File: src/rtl/amce_pkg.sv
package amce_pkg;

    // Command opcodes as presented on cmd_op
    typedef enum logic [1:0] {
        OP_READ  = 2'd0,
        OP_WRITE = 2'd1,
        OP_FILL  = 2'd2,
        OP_NOP   = 2'd3
    } op_e;

    // Sequencer phases
    typedef enum logic [2:0] {
        ST_IDLE,    // waiting for a command
        ST_SETUP,   // address out, request still high
        ST_MREQ,    // request low, data enabled for writes
        ST_STROBE,  // read or write strobe low
        ST_REL,     // strobe high again, request still low
        ST_NEXT,    // burst: next address out, request low
        ST_END      // request high, recovery cycle
    } st_e;

endpackage

File: src/rtl/amce_strobe_timer.sv
module amce_strobe_timer #(
    parameter int CNT_W = 2
) (
    input  logic             clk,
    input  logic             rst_n,
    input  logic             load,
    input  logic [CNT_W-1:0] load_val,
    output logic             last
);

    logic [CNT_W-1:0] cnt_d, cnt_q;

    always_comb begin
        cnt_d = cnt_q;
        if (load) begin
            cnt_d = load_val;
        end else if (cnt_q != '0) begin
            cnt_d = cnt_q - 1'b1;
        end
    end

    always_ff @(posedge clk or negedge rst_n) begin
        if (!rst_n) begin
            cnt_q <= '0;
        end else begin
            cnt_q <= cnt_d;
        end
    end

    // final cycle of the strobe window
    assign last = (cnt_q == CNT_W'(1));

    // a new window is never loaded while the previous one is still running
    p_no_reload_busy_r3: assert property (@(posedge clk) disable iff (!rst_n)
        load |-> (cnt_q == '0 || cnt_q == CNT_W'(1) || last));

endmodule

File: src/rtl/amce_burst_track.sv
module amce_burst_track #(
    parameter int ADDR_W = 19,
    parameter int LEN_W  = 8
) (
    input  logic              clk,
    input  logic              rst_n,
    input  logic              load,
    input  logic [ADDR_W-1:0] load_addr,
    input  logic [LEN_W-1:0]  load_len,
    input  logic              step,
    output logic [ADDR_W-1:0] addr,
    output logic              last
);

    typedef struct packed {
        logic [ADDR_W-1:0] addr;
        logic [LEN_W-1:0]  remain;
    } trk_t;

    trk_t d, q;

    always_comb begin
        d = q;
        if (load) begin
            d.addr   = load_addr;
            d.remain = load_len;
        end else if (step) begin
            d.addr   = q.addr + 1'b1;   // wraps over the full address space
            d.remain = q.remain - 1'b1;
        end
    end

    always_ff @(posedge clk or negedge rst_n) begin
        if (!rst_n) begin
            q <= '0;
        end else begin
            q <= d;
        end
    end

    assign addr = q.addr;
    assign last = (q.remain == LEN_W'(1));

    // the sequencer only advances while bytes remain
    p_step_has_bytes_r7: assert property (@(posedge clk) disable iff (!rst_n)
        step |-> (q.remain > LEN_W'(1)));

    // no load and advance in the same cycle
    p_load_step_excl_r7: assert property (@(posedge clk) disable iff (!rst_n)
        !(load && step));

endmodule

File: src/rtl/amce_addr_lanes.sv
module amce_addr_lanes #(
    parameter int ADDR_W = 19
) (
    input  logic [ADDR_W-1:0]    addr,
    output logic [7:0]           lane_lo,
    output logic [7:0]           lane_hi,
    output logic [ADDR_W-17:0]   lane_top
);

    localparam int NLANE = 2;
    localparam int TOP_W = ADDR_W - 16;

    logic [NLANE-1:0][7:0] lanes;

    for (genvar i = 0; i < NLANE; i++) begin : g_lane
        assign lanes[i] = addr[i*8 +: 8];
    end

    assign lane_lo  = lanes[0];
    assign lane_hi  = lanes[1];
    assign lane_top = addr[ADDR_W-1 -: TOP_W];

endmodule

File: src/rtl/amce_mem_engine.sv
module amce_mem_engine
    import amce_pkg::*;
#(
    parameter int ADDR_W = 19,
    parameter int DATA_W = 8,
    parameter int LEN_W  = 8,
    parameter int WR_CYC = 2,
    parameter int RD_CYC = 3
) (
    input  logic              clk,
    input  logic              rst_n,
    input  logic              cmd_valid,
    output logic              cmd_ready,
    input  logic [1:0]        cmd_op,
    input  logic [ADDR_W-1:0] cmd_addr,
    input  logic [DATA_W-1:0] cmd_data,
    input  logic [LEN_W-1:0]  cmd_len,
    output logic              rd_valid,
    output logic [DATA_W-1:0] rd_data,
    output logic [7:0]        mem_addr_lo,
    output logic [7:0]        mem_addr_hi,
    output logic [ADDR_W-17:0] mem_addr_top,
    output logic              mem_mreq_n,
    output logic              mem_rd_n,
    output logic              mem_wr_n,
    output logic [DATA_W-1:0] mem_dq_out,
    output logic              mem_dq_oe,
    input  logic [DATA_W-1:0] mem_dq_in
);

    localparam int MAX_CYC = (WR_CYC > RD_CYC) ? WR_CYC : RD_CYC;
    localparam int CNT_W   = $clog2(MAX_CYC + 1);
    localparam int CHK_W   = CNT_W + 1;

    typedef struct packed {
        st_e               st;
        logic              is_read;
        logic              mreq_n;
        logic              rd_n;
        logic              wr_n;
        logic              oe;
        logic [DATA_W-1:0] dout;
        logic              rd_vld;
        logic [DATA_W-1:0] rd_dat;
    } ctl_t;

    ctl_t d, q;

    op_e               op;
    logic              trk_load, trk_step, trk_last;
    logic [LEN_W-1:0]  trk_len;
    logic [ADDR_W-1:0] trk_addr;
    logic              tmr_load, tmr_last;
    logic [CNT_W-1:0]  tmr_val;

    assign op = op_e'(cmd_op);

    // ------------------------------------------------------------------
    // next-state logic
    // ------------------------------------------------------------------
    always_comb begin
        d        = q;
        d.rd_vld = 1'b0;
        trk_load = 1'b0;
        trk_step = 1'b0;
        trk_len  = LEN_W'(1);
        tmr_load = 1'b0;
        tmr_val  = q.is_read ? CNT_W'(RD_CYC) : CNT_W'(WR_CYC);

        unique case (q.st)
            ST_IDLE: begin
                if (cmd_valid) begin
                    unique case (op)
                        OP_READ: begin
                            d.is_read = 1'b1;
                            trk_load  = 1'b1;
                            d.st      = ST_SETUP;
                        end
                        OP_WRITE: begin
                            d.is_read = 1'b0;
                            d.dout    = cmd_data;
                            trk_load  = 1'b1;
                            d.st      = ST_SETUP;
                        end
                        OP_FILL: begin
                            if (cmd_len != '0) begin
                                d.is_read = 1'b0;
                                d.dout    = cmd_data;
                                trk_len   = cmd_len;
                                trk_load  = 1'b1;
                                d.st      = ST_SETUP;
                            end
                        end
                        default: ;  // no-operation: accepted, nothing driven
                    endcase
                end
            end
            ST_SETUP: begin
                d.mreq_n = 1'b0;
                d.oe     = !q.is_read;
                d.st     = ST_MREQ;
            end
            ST_MREQ: begin
                tmr_load = 1'b1;
                if (q.is_read) begin
                    d.rd_n = 1'b0;
                end else begin
                    d.wr_n = 1'b0;
                end
                d.st = ST_STROBE;
            end
            ST_STROBE: begin
                if (tmr_last) begin
                    d.rd_n = 1'b1;
                    d.wr_n = 1'b1;
                    d.st   = ST_REL;
                    if (q.is_read) begin
                        d.rd_vld = 1'b1;
                        d.rd_dat = mem_dq_in;
                    end
                end
            end
            ST_REL: begin
                if (!q.is_read && !trk_last) begin
                    trk_step = 1'b1;
                    d.st     = ST_NEXT;
                end else begin
                    d.mreq_n = 1'b1;
                    d.oe     = 1'b0;
                    d.st     = ST_END;
                end
            end
            ST_NEXT: begin
                tmr_load = 1'b1;
                d.wr_n   = 1'b0;
                d.st     = ST_STROBE;
            end
            ST_END: begin
                d.st = ST_IDLE;
            end
            default: begin
                d.st = ST_IDLE;
            end
        endcase
    end

    always_ff @(posedge clk or negedge rst_n) begin
        if (!rst_n) begin
            q.st      <= ST_IDLE;
            q.is_read <= 1'b0;
            q.mreq_n  <= 1'b1;
            q.rd_n    <= 1'b1;
            q.wr_n    <= 1'b1;
            q.oe      <= 1'b0;
            q.dout    <= '0;
            q.rd_vld  <= 1'b0;
            q.rd_dat  <= '0;
        end else begin
            q <= d;
        end
    end

    // ------------------------------------------------------------------
    // sub-blocks
    // ------------------------------------------------------------------
    amce_strobe_timer #(
        .CNT_W (CNT_W)
    ) u_timer (
        .clk      (clk),
        .rst_n    (rst_n),
        .load     (tmr_load),
        .load_val (tmr_val),
        .last     (tmr_last)
    );

    amce_burst_track #(
        .ADDR_W (ADDR_W),
        .LEN_W  (LEN_W)
    ) u_track (
        .clk       (clk),
        .rst_n     (rst_n),
        .load      (trk_load),
        .load_addr (cmd_addr),
        .load_len  (trk_len),
        .step      (trk_step),
        .addr      (trk_addr),
        .last      (trk_last)
    );

    amce_addr_lanes #(
        .ADDR_W (ADDR_W)
    ) u_lanes (
        .addr     (trk_addr),
        .lane_lo  (mem_addr_lo),
        .lane_hi  (mem_addr_hi),
        .lane_top (mem_addr_top)
    );

    assign cmd_ready  = (q.st == ST_IDLE);
    assign rd_valid   = q.rd_vld;
    assign rd_data    = q.rd_dat;
    assign mem_mreq_n = q.mreq_n;
    assign mem_rd_n   = q.rd_n;
    assign mem_wr_n   = q.wr_n;
    assign mem_dq_out = q.dout;
    assign mem_dq_oe  = q.oe;

    // ------------------------------------------------------------------
    // strobe-width observers feeding the assertions below
    // ------------------------------------------------------------------
    logic [CHK_W-1:0] wr_low_q, rd_low_q;

    always_ff @(posedge clk or negedge rst_n) begin
        if (!rst_n) begin
            wr_low_q <= '0;
            rd_low_q <= '0;
        end else begin
            wr_low_q <= !q.wr_n ? ((wr_low_q == '1) ? wr_low_q : wr_low_q + 1'b1) : '0;
            rd_low_q <= !q.rd_n ? ((rd_low_q == '1) ? rd_low_q : rd_low_q + 1'b1) : '0;
        end
    end

    p_idle_quiet_r1: assert property (@(posedge clk) disable iff (!rst_n)
        cmd_ready |-> (q.mreq_n && q.rd_n && q.wr_n && !q.oe));

    p_strobe_in_req_r2: assert property (@(posedge clk) disable iff (!rst_n)
        (!q.wr_n || !q.rd_n) |-> !q.mreq_n);

    p_addr_setup_r2: assert property (@(posedge clk) disable iff (!rst_n)
        $fell(q.mreq_n) |-> ($stable(trk_addr) && q.wr_n && q.rd_n));

    p_wr_width_r3: assert property (@(posedge clk) disable iff (!rst_n)
        $rose(q.wr_n) |-> (wr_low_q == CHK_W'(WR_CYC)));

    p_strobe_first_r4: assert property (@(posedge clk) disable iff (!rst_n)
        $rose(q.mreq_n) |-> ($past(q.wr_n) && $past(q.rd_n)));

    p_rd_width_r5: assert property (@(posedge clk) disable iff (!rst_n)
        $rose(q.rd_n) |-> (rd_low_q == CHK_W'(RD_CYC)));

    p_rd_valid_at_rise_r6: assert property (@(posedge clk) disable iff (!rst_n)
        q.rd_vld |-> $rose(q.rd_n));

    p_addr_hold_r8: assert property (@(posedge clk) disable iff (!rst_n)
        ((!q.wr_n && !$past(q.wr_n)) || (!q.rd_n && !$past(q.rd_n))) |-> $stable(trk_addr));

    p_no_oe_in_read_r10: assert property (@(posedge clk) disable iff (!rst_n)
        !q.rd_n |-> !q.oe);

    p_busy_after_write_r11: assert property (@(posedge clk) disable iff (!rst_n)
        (cmd_valid && cmd_ready && op == OP_WRITE) |=> !cmd_ready);

endmodule

File: config.mk
export PLATFORM = sky130hd
export DESIGN_NAME = amce_mem_engine
export DESIGN_NICKNAME = d
export VERILOG_FILES = /design/src/rtl/amce_pkg.sv /design/src/rtl/amce_strobe_timer.sv /design/src/rtl/amce_burst_track.sv /design/src/rtl/amce_addr_lanes.sv /design/src/rtl/amce_mem_engine.sv
export SDC_FILE = /design/constraint.sdc
export NUM_CORES = 1
export LEC_CHECK = 0
export CORE_UTILIZATION = 42
export CTS_CLUSTER_DIAMETER = 30
export DETAILED_ROUTE_END_ITERATION = 10
export DONT_BUFFER_PORTS = 1
export GPL_ROUTABILITY_DRIVEN = 0
export PLACE_DENSITY = 0.58
export SETUP_SLACK_MARGIN = 0.4
export SKIP_CTS_REPAIR_TIMING = 1
export SLEW_MARGIN = 20
export SYNTH_ARGS = -nofsm -noshare
export SYNTH_HDL_FRONTEND = slang
export SYNTH_SLANG_ARGS = --single-unit
File: constraint.sdc
create_clock -name clk -period 1.9 [get_ports clk]
set_clock_uncertainty 0.1 [all_clocks]
set_input_delay 0.57 -clock clk [delete_from_list [all_inputs] [get_ports clk]]
set_output_delay 0.57 -clock clk [all_outputs]
set_load 0.02 [all_outputs]
======== Yosys cells after proc, flatten, opt, wreduce, memory -nomap -nowiden ========
Index checks and enable logic that the tools add are counted.
cells by class
  add/subtract/negate cells ............... 3
  eq/ne operators ......................... 17
  multiplexer cells ....................... 36
  reductions and logical operators ........ 23
operator list
  operator                                               count
  two-way mux 27 bit                                     2
  two-way mux 8 bit                                      5
  two-way mux 9 bit                                      3
  adder 19 x 1 -> 19 bit, second input constant          1
  case mux 8 bit (2 select lines)                        1
  case mux 3 bit (5 select lines)                        1
  inequality test 2 bit, second input constant           6
  case mux 4 bit (3 select lines)                        1
  AND reduction 4 bit                                    3
  nonzero test 2 bit                                     6
  two-way mux 1 bit                                      11
  AND reduction 3 bit                                    3
  equality test 8 x 1 -> 1 bit, second input constant    1
  two-way mux 2 bit                                      4
  two-way mux 4 bit                                      2
  case mux 1 bit (2 select lines)                        4
  nonzero test 8 bit                                     1
  subtractor 8 x 1 -> 8 bit, second input constant       1
  equality test 3 x 2 -> 1 bit, second input constant    2
  equality test 3 bit, second input constant             2
  nonzero test 3 bit                                     2
  equality test 2 x 1 -> 1 bit, second input constant    2
  inequality test 4 x 1 -> 1 bit, second input constant  1
  OR reduction 2 bit                                     2
  other kinds (11)                                       12
storage, ports and cells
  flip-flop bits (word level) ............. 54
  bits of input ports ..................... 48

======== Depth between registers and ports, before layout ========
Gate-level depths: netlist of the first run.
  depth after elaboration ................. 7
  mapped depth ............................ 10

======== By module ========
From an unflattened synthesis of the first run, not the netlist that was laid out.
second synthesis, totals
  cell total of the unflattened synthesis .. 346
  area total of the unflattened synthesis .. 3316.9 µm²
by module, submodules not included
  module             times used  cells an instance  area an instance (µm²)  sequential area each (µm²)
  amce_burst_track   1           184                1632.8                  675.6
  amce_mem_engine    1           130                1405.1                  629.4
  amce_addr_lanes    1           19                 142.6                   0.0
  amce_strobe_timer  1           13                 136.4                   50.0

======== Least setup slack after synthesis of the first run ========
OpenSTA, ideal clock, no wires.
  path kind ............................... input to register
  start ................................... input cmd_op[0]
  end ..................................... register u_track.q (netlist bit u_track.addr[16])
  library setup time ...................... 0.125 ns
  arrival time ............................ 2.084 ns
  data required time ...................... 1.675 ns
  path slack .............................. -0.409 ns
  cell stages on the path ................. 8
  path buffers ............................ 2
  path through ............................ inv_1 > ha_1 > clkbuf_1 > inv_1 > a2111oi_2 > or2_1 > buf_6 > mux2_2
between the ends
  cells in the longest elaborated chain, start to end .. 6
ends and longest elaborated chain
  item                                                                      RTL line                source
  from (decl)                                                               amce_mem_engine.sv:14   input logic [1:0] cmd_op,
  equality test 2 x 1 -> 1 bit / logical NOT 2 bit (equally long branches)  amce_mem_engine.sv:73   unique case (op)
  OR reduction 2 bit (no line)                                              -
  case mux 1 bit (2 select lines) (*)                                       amce_mem_engine.sv:73
  two-way mux 1 bit (*)                                                     amce_mem_engine.sv:72   if (cmd_valid) begin
  two-way mux 1 bit (*)                                                     amce_mem_engine.sv:70   unique case (q.st)
  two-way mux 27 bit / nonzero test 2 bit (equally long branches)           -
  to (signal assigned)                                                      amce_burst_track.sv:35  q <= '0;
  to (signal assigned)                                                      amce_burst_track.sv:37  q <= d;
  to (decl)                                                                 amce_burst_track.sv:20  trk_t d, q;
Mark *: on every way between the ends. The rest lies on a longest branch, timed or not.
A chain may end at the register's enable or synchronous reset.

======== Final worst setup path of the first run ========
  start ................................... register q[22] (netlist name)
  end ..................................... register u_track.q (netlist bit u_track.addr[8])
between the ends
  cells in the longest elaborated chain, start to end .. 3
ends and longest elaborated chain
  item                                                                       RTL line               source
  from (decl)                                                                amce_mem_engine.sv:47  ctl_t d, q;
  equality test 3 bit / logical NOT 3 bit (equally long branches)            amce_mem_engine.sv:70
  two-way mux 1 bit                                                          amce_mem_engine.sv:70
  nonzero test 2 bit (no line) / two-way mux 27 bit (equally long branches)  -
Several ways; a longest one is shown, not always the timed one.

==> flow_summary.json, run 1 <==
{
  "status": "complete, but fails checks",
  "violations": "negative hold slack, negative setup slack",
  "wl_met2_mm": 3.78,
  "ff2ff_setup_slack_ps": -230,
  "yosysWarnings": 0,
  "dieHeight_um": 89.3,
  "place_ws_ps": -391,
  "timing.final.crit_share_pct": 112,
  "core_area_sq_um": 7330,
  "num_rows": 31,
  "worstMarginPinSlew_ps": 463,
  "cts_buffers": 5,
  "synthArstFlopShare_pct": 100,
  "synth_top_area_share_pct": 39.8,
  "diodes": 0,
  "finish.instance_area_sq_um": 4180,
  "netlist_top_cells_count": "dfrtp_1 (51), buf_4 (38), nand2_1 (31)",
  "die-area_sq_um": 7980,
  "power.density_nw_per_um2": 1610,
  "synthAdderAreaFrac_pct": 3.51,
  "synth_top_family_by_area": "simple AND/OR/NAND/NOR gates",
  "clk_pin_slew_ps": 110,
  "grt_pass1_wl_mm": 11.1,
  "synth_cell_types": 48,
  "syn_inst": 333,
  "synthesis.area_sq_um": 3200,
  "path_class": "flip-flop to flip-flop",
  "grt_usage_pct": 18.2,
  "layout.cells.non_filler": 460,
  "synth.mux.area_fraction_pct": 6.95,
  "syn_area_per_cell_sq_um": 9.62,
  "yosysMostFrequentCell": "dfrtp_1",
  "synth-compound-area-share_pct": 15.3,
  "root_buffer": "clkbuf_8",
  "hold_path_class": "input port to asynchronous set/reset pin",
  "wl_met3_um": 447,
  "crit_required_ps": 2000,
  "h-tree-depth": 2,
  "met1_length_mm": 3.64,
  "clock_sinks": 54,
  "r2r_end": "u_track.addr[8]",
  "initial_core_util_pct": 43.7,
  "antenna_found_initial": 0,
  "drv_cap": 0,
  "clk_latency_ps": 310,
  "ys_top_cells_by_area": "dfrtp_1 (40%), buf_4 (8.9%), mux2_2 (6.3%)",
  "ir_drop_mv": 0.763,
  "die_w_um": 89.3,
  "drive_above_1_share_pct": 44.3,
  "relSlewSlack_pct": 68.8,
  "antenna_left": 0,
  "ioPinCount": 89,
  "totalWireLength_mm": 7.92,
  "crit_path_start_kind": "flip-flop",
  "r2r_cells": 6,
  "via_count": 2516,
  "synth_seq_cells": 54,
  "p_leak_nw": 1.73,
  "worstPathArrival_ps": 2230,
  "max_freq_ghz": 0.470,
  "dp.cells": 437,
  "nets": 417,
  "dr.pass1.iters": 4,
  "hold_ws_ps": -162,
  "wl_per_cell_um": 17.2,
  "syn_nets": 390,
  "setup_slack_ps": -227,
  "via_per_inst": 5.47,
  "hold_violations": 51,
  "synth_seq_area_share_pct": 42.3,
  "synth_top_area_cell": "dfrtp_1",
  "drc": 0,
  "min_period_ps": 2130,
  "cts_tree": "yes",
  "grt-ovfl-total": 0,
  "clk_path_buf_depth": 2,
  "critPathMaxFanout": 6,
  "synth_edf_count": 0,
  "drtIter0Drc": 129,
  "setup_viol": 28,
  "grt_pass1_vias": 2296,
  "grt_max_degree": 55,
  "rsz0062_at_grt": "yes",
  "io_buffers": 0,
  "hpwl_mm": 5.40,
  "r2r_start": "q[22]",
  "yosys.area_share.simple_pct": 16.7,
  "endpoint_kind": "flip-flop",
  "highest_layer": "met4",
  "syn2layout_area_growth_pct": 30.3,
  "drv_slew": 0,
  "synthFlopType": "dfrtp_1",
  "synth-xor-area-share_pct": 2.73,
  "postPlaceCellArea_sq_um": 3560
}
where the power goes:
part | internal [mW] | total [mW] | leakage, nW | switching, mW
registers | 1.73 | 2.54 | 0.647 | 0.807
clock network | 0.396 | 0.796 | 0.0585 | 0.400
logic | 1.75 | 3.37 | 1.02 | 1.62
per-layer routing:
layer,global-route usage (%),vias up
met2,29.8,65
li1,-,1205
met5,0,-
met3,4.16,5
met4,3.90,0
met1,24.6,1241
cell type report:
class	instances	area [sq um]
clock buffers	5	68.8
clock inverters	3	43.8
fillers	641	3150
inverters	13	51.3
multi-input cells	216	1810
flip-flops and latches	54	1360
well taps	99	124
repair buffers	70	713
logic make-up (layout without fill, tap and decap cells):
group,after synthesis,in the layout
adder cells (fa/ha/maj),9,9
multiplexers,20,20
AO/OA/AOI/OAI,73,73
buffers and inverters,64,91
flip-flops,54,54
XOR/XNOR,10,10
AND/OR/NAND/NOR,103,104
registers in the layout, indices dropped and copies added, names as in the netlist:
register	flops
u_track.addr	19
mem_dq_out	8
rd_data	8
u_track.q	8
q	4
u_timer.cnt_q	2
mem_dq_oe	1
mem_mreq_n	1
mem_rd_n	1
mem_wr_n	1
rd_valid	1
per-stage QoR:
step | power [mW] | setup TNS [ps] | util, %
global placement | 4.99 | -6930 | 48.6
detailed placement | 5.06 | -7980 | 48.6
floorplan | 4.63 | -2580 | -
global route | 7.15 | -5510 | 57.0
finish | 6.71 | -3790 | 57.0
CTS | 5.87 | -4460 | 50.1
worst max path at each step:
stage | end | cells after the start | start | slack, ps
6_report | u_track.addr[8] | 6 | q[22] | -230
5_1_grt | u_track.addr[8] | 6 | q[22] | -280
4_1_cts | u_track.addr[17] | 5 | q[24] | -240
3_5_place_dp | u_track.q[6] | 6 | cmd_len[3] | -390
3_3_place_gp | u_track.q[6] | 6 | cmd_len[3] | -360
2_1_floorplan | u_track.addr[16] | 5 | cmd_valid | -180
placed cells by master, fill, tap and decap left out, types with 7 or more instances in the layout:
master,synthesis,final
dfrtp_1,51,44
dfrtp_2,0,7
buf_4,38,37
xor2_1,7,7
nand3_1,9,7
inv_1,13,9
nor2_1,19,16
o21ai_0,29,9
nand2_1,31,27
a21oi_1,13,10
o21ai_1,0,12
ha_1,9,7
mux2_4,0,18
buf_6,2,24
nand4_1,10,10
o21ai_2,0,8
critical path: stages, from the launching register on:
cell and delay (ps):
dfrtp_1 410, or4b_4 590, a2111oi_4 230, buf_4 190, nor3_4 60, a21o_1 170, a221o_1 280
Note: power is estimated with default switching activity, not from simulation.
==> run 2, diff against run 1 <==
- CORE_MARGIN: not set -> 4
- REMOVE_ABC_BUFFERS: not set -> 1
==> run 2 against run 1 <==
The run still ends with negative hold slack, negative setup slack left. Routed wire length decreased by 2.5%. Combinational power fell by 14%. Global-route usage fell by 1.7 points. Design area fell by 7.4%. Largest cell class unchanged. Largest power group unchanged. Fmax shrank 0.15%.
==> flow_summary.json, run 2 (synthesis gave the netlist of run 1 again) <==
{
  "status": "complete, but fails checks",
  "violations": "negative hold slack, negative setup slack",
  "drive_above_1_share_pct": 39.6,
  "die-area_sq_um": 9090,
  "rsz0062_at_grt": "yes",
  "initial_core_util_pct": 43.7,
  "fill_cells": 651,
  "crit_path_start_kind": "flip-flop",
  "largest_register_ffs": 19,
  "swShare_pct": 43.1,
  "worstPathArrival_ps": 2240,
  "worstMarginPinSlew_ps": 402,
  "grt-ovfl-total": 0,
  "drv_slew": 0,
  "layout.cells.non_filler": 463,
  "totalWireLength_mm": 7.72,
  "layout_commonest_cell": "buf_4",
  "hold_violations": 54,
  "num_rows": 31,
  "final_core_util_pct": 52.8,
  "die_w_um": 95.3,
  "syn2layout_area_growth_pct": 20.7,
  "grt_pass1_vias": 2401,
  "drtIter0Drc": 114,
  "p_leak_nw": 1.61,
  "endpoint_kind": "flip-flop",
  "clk_latency_ps": 310,
  "layout_common_cells": "buf_4 (52), dfrtp_1 (46), nand2_1 (29)",
  "dr.pass1.iters": 4,
  "dieHeight_um": 95.3,
  "path_cells": "or4b_4 -> a2111oi_4 -> or2_1 -> buf_6 -> mux2_2",
  "place_ws_ps": -359,
  "h-tree-depth": 2,
  "setup_slack_ps": -231,
  "netSwitchingPower_mw": 2.61,
  "setup_viol": 28,
  "root_buffer": "clkbuf_8",
  "postPlaceCellArea_sq_um": 3440,
  "io_buffers": 0,
  "core_area_sq_um": 7330,
  "ioPinCount": 89,
  "hold_path_class": "input port to asynchronous set/reset pin",
  "clk_path_buf_depth": 2,
  "timing.final.crit_share_pct": 112,
  "crit_required_ps": 2010,
  "cts_tree": "yes",
  "tns_ps": -3520,
  "via_per_inst": 5.39,
  "crit_slowest_cell": "or4b_4",
  "via_count": 2496,
  "clockPowerShare_pct": 11.1,
  "fin_total_pwr_mw": 6.06,
  "p_int_mw": 3.45,
  "path_class": "flip-flop to flip-flop",
  "wl_per_cell_um": 16.7,
  "drv_cap": 0,
  "grt_usage_pct": 16.5,
  "power.density_nw_per_um2": 1570,
  "grt_pass1_wl_mm": 11.8,
  "diodes": 0,
  "slowest_delay_ps": 530,
  "drc": 0,
  "finish.instance_area_sq_um": 3870,
  "pwr-share-seq_pct": 41.3,
  "clk_pin_slew_ps": 100,
  "p_comb_share_pct": 47.6,
  "clock_sinks": 54,
  "antenna_found_initial": 0,
  "critPathMaxFanout": 5,
  "relSlewSlack_pct": 72.9,
  "hold_ws_ps": -167,
  "nets": 420,
  "dp.cells": 443,
  "hpwl_mm": 5.43,
  "max_freq_ghz": 0.469,
  "min_period_ps": 2130,
  "grt_max_degree": 55,
  "ir_drop_mv": 0.605,
  "cts_buffers": 5,
  "antenna_left": 0
}
-- run 2: cell count changes in the layout (fill, tap and decap cells not counted), sizes merged --
cell / delta
buf: +5
bufinv: -1
clkbuf: -1
clkinv: +1
clkinvlp: +1
inv: -1
nor2: -1
-- run 2: worst paths after layout --
| check | from | endpoint | slack [ps] | cells after the start |
|---|---|---|---|---|
| setup reg to reg | q[23] | u_track.addr[16] | -230 | 5 |
| hold reg to reg | u_timer.cnt_q[1] | u_timer.cnt_q[1] | 440 | 2 |
| min in group clk | cmd_addr[2] | u_track.addr[2] | 270 | 2 |
| max in group asynchronous | rst_n | mem_rd_n | 1680 | 0 |
| setup / recovery | q[23] | u_track.addr[16] | -230 | 5 |
| hold / removal | rst_n | u_track.addr[2] | -170 | 0 |
-- run 2: power groups by stage --
stage          logic, mW  clock network, mW  registers (mW)
4_1_cts             2.43              0.687            2.44
2_1_floorplan       1.14                  0            2.73
3_5_place_dp        2.42                  0            2.46
6_report            2.89              0.672            2.50
5_1_grt             3.19              0.737            2.58
3_3_place_gp        2.36                  0            2.46
-- run 2: worst max-delay path: cells and delay by family, from the launching register on --
family | cells | cell delay [ps]
compound gates | 1 | 240
buf+inv | 1 | 150
flops | 1 | 450
mux | 1 | 330
simple gates | 2 | 750
-- run 2: cell type report --
class	instances	area (sq um)	area share, %
repair buffers	74	642	16.6
clock inverters	3	21.3	0.550
flip-flops and latches	54	1360	35.2
inverters	13	48.8	1.26
clock buffers	5	68.8	1.78
well taps	99	124	3.20
multi-input cells	215	1600	41.4
-- run 2: per-layer routing --
metal  wire [um]  global-route usage, %
met1        3320                   21.6
met2        3740                   26.4
met3         534                   4.66
met4         122                   5.05
met5           0                      0
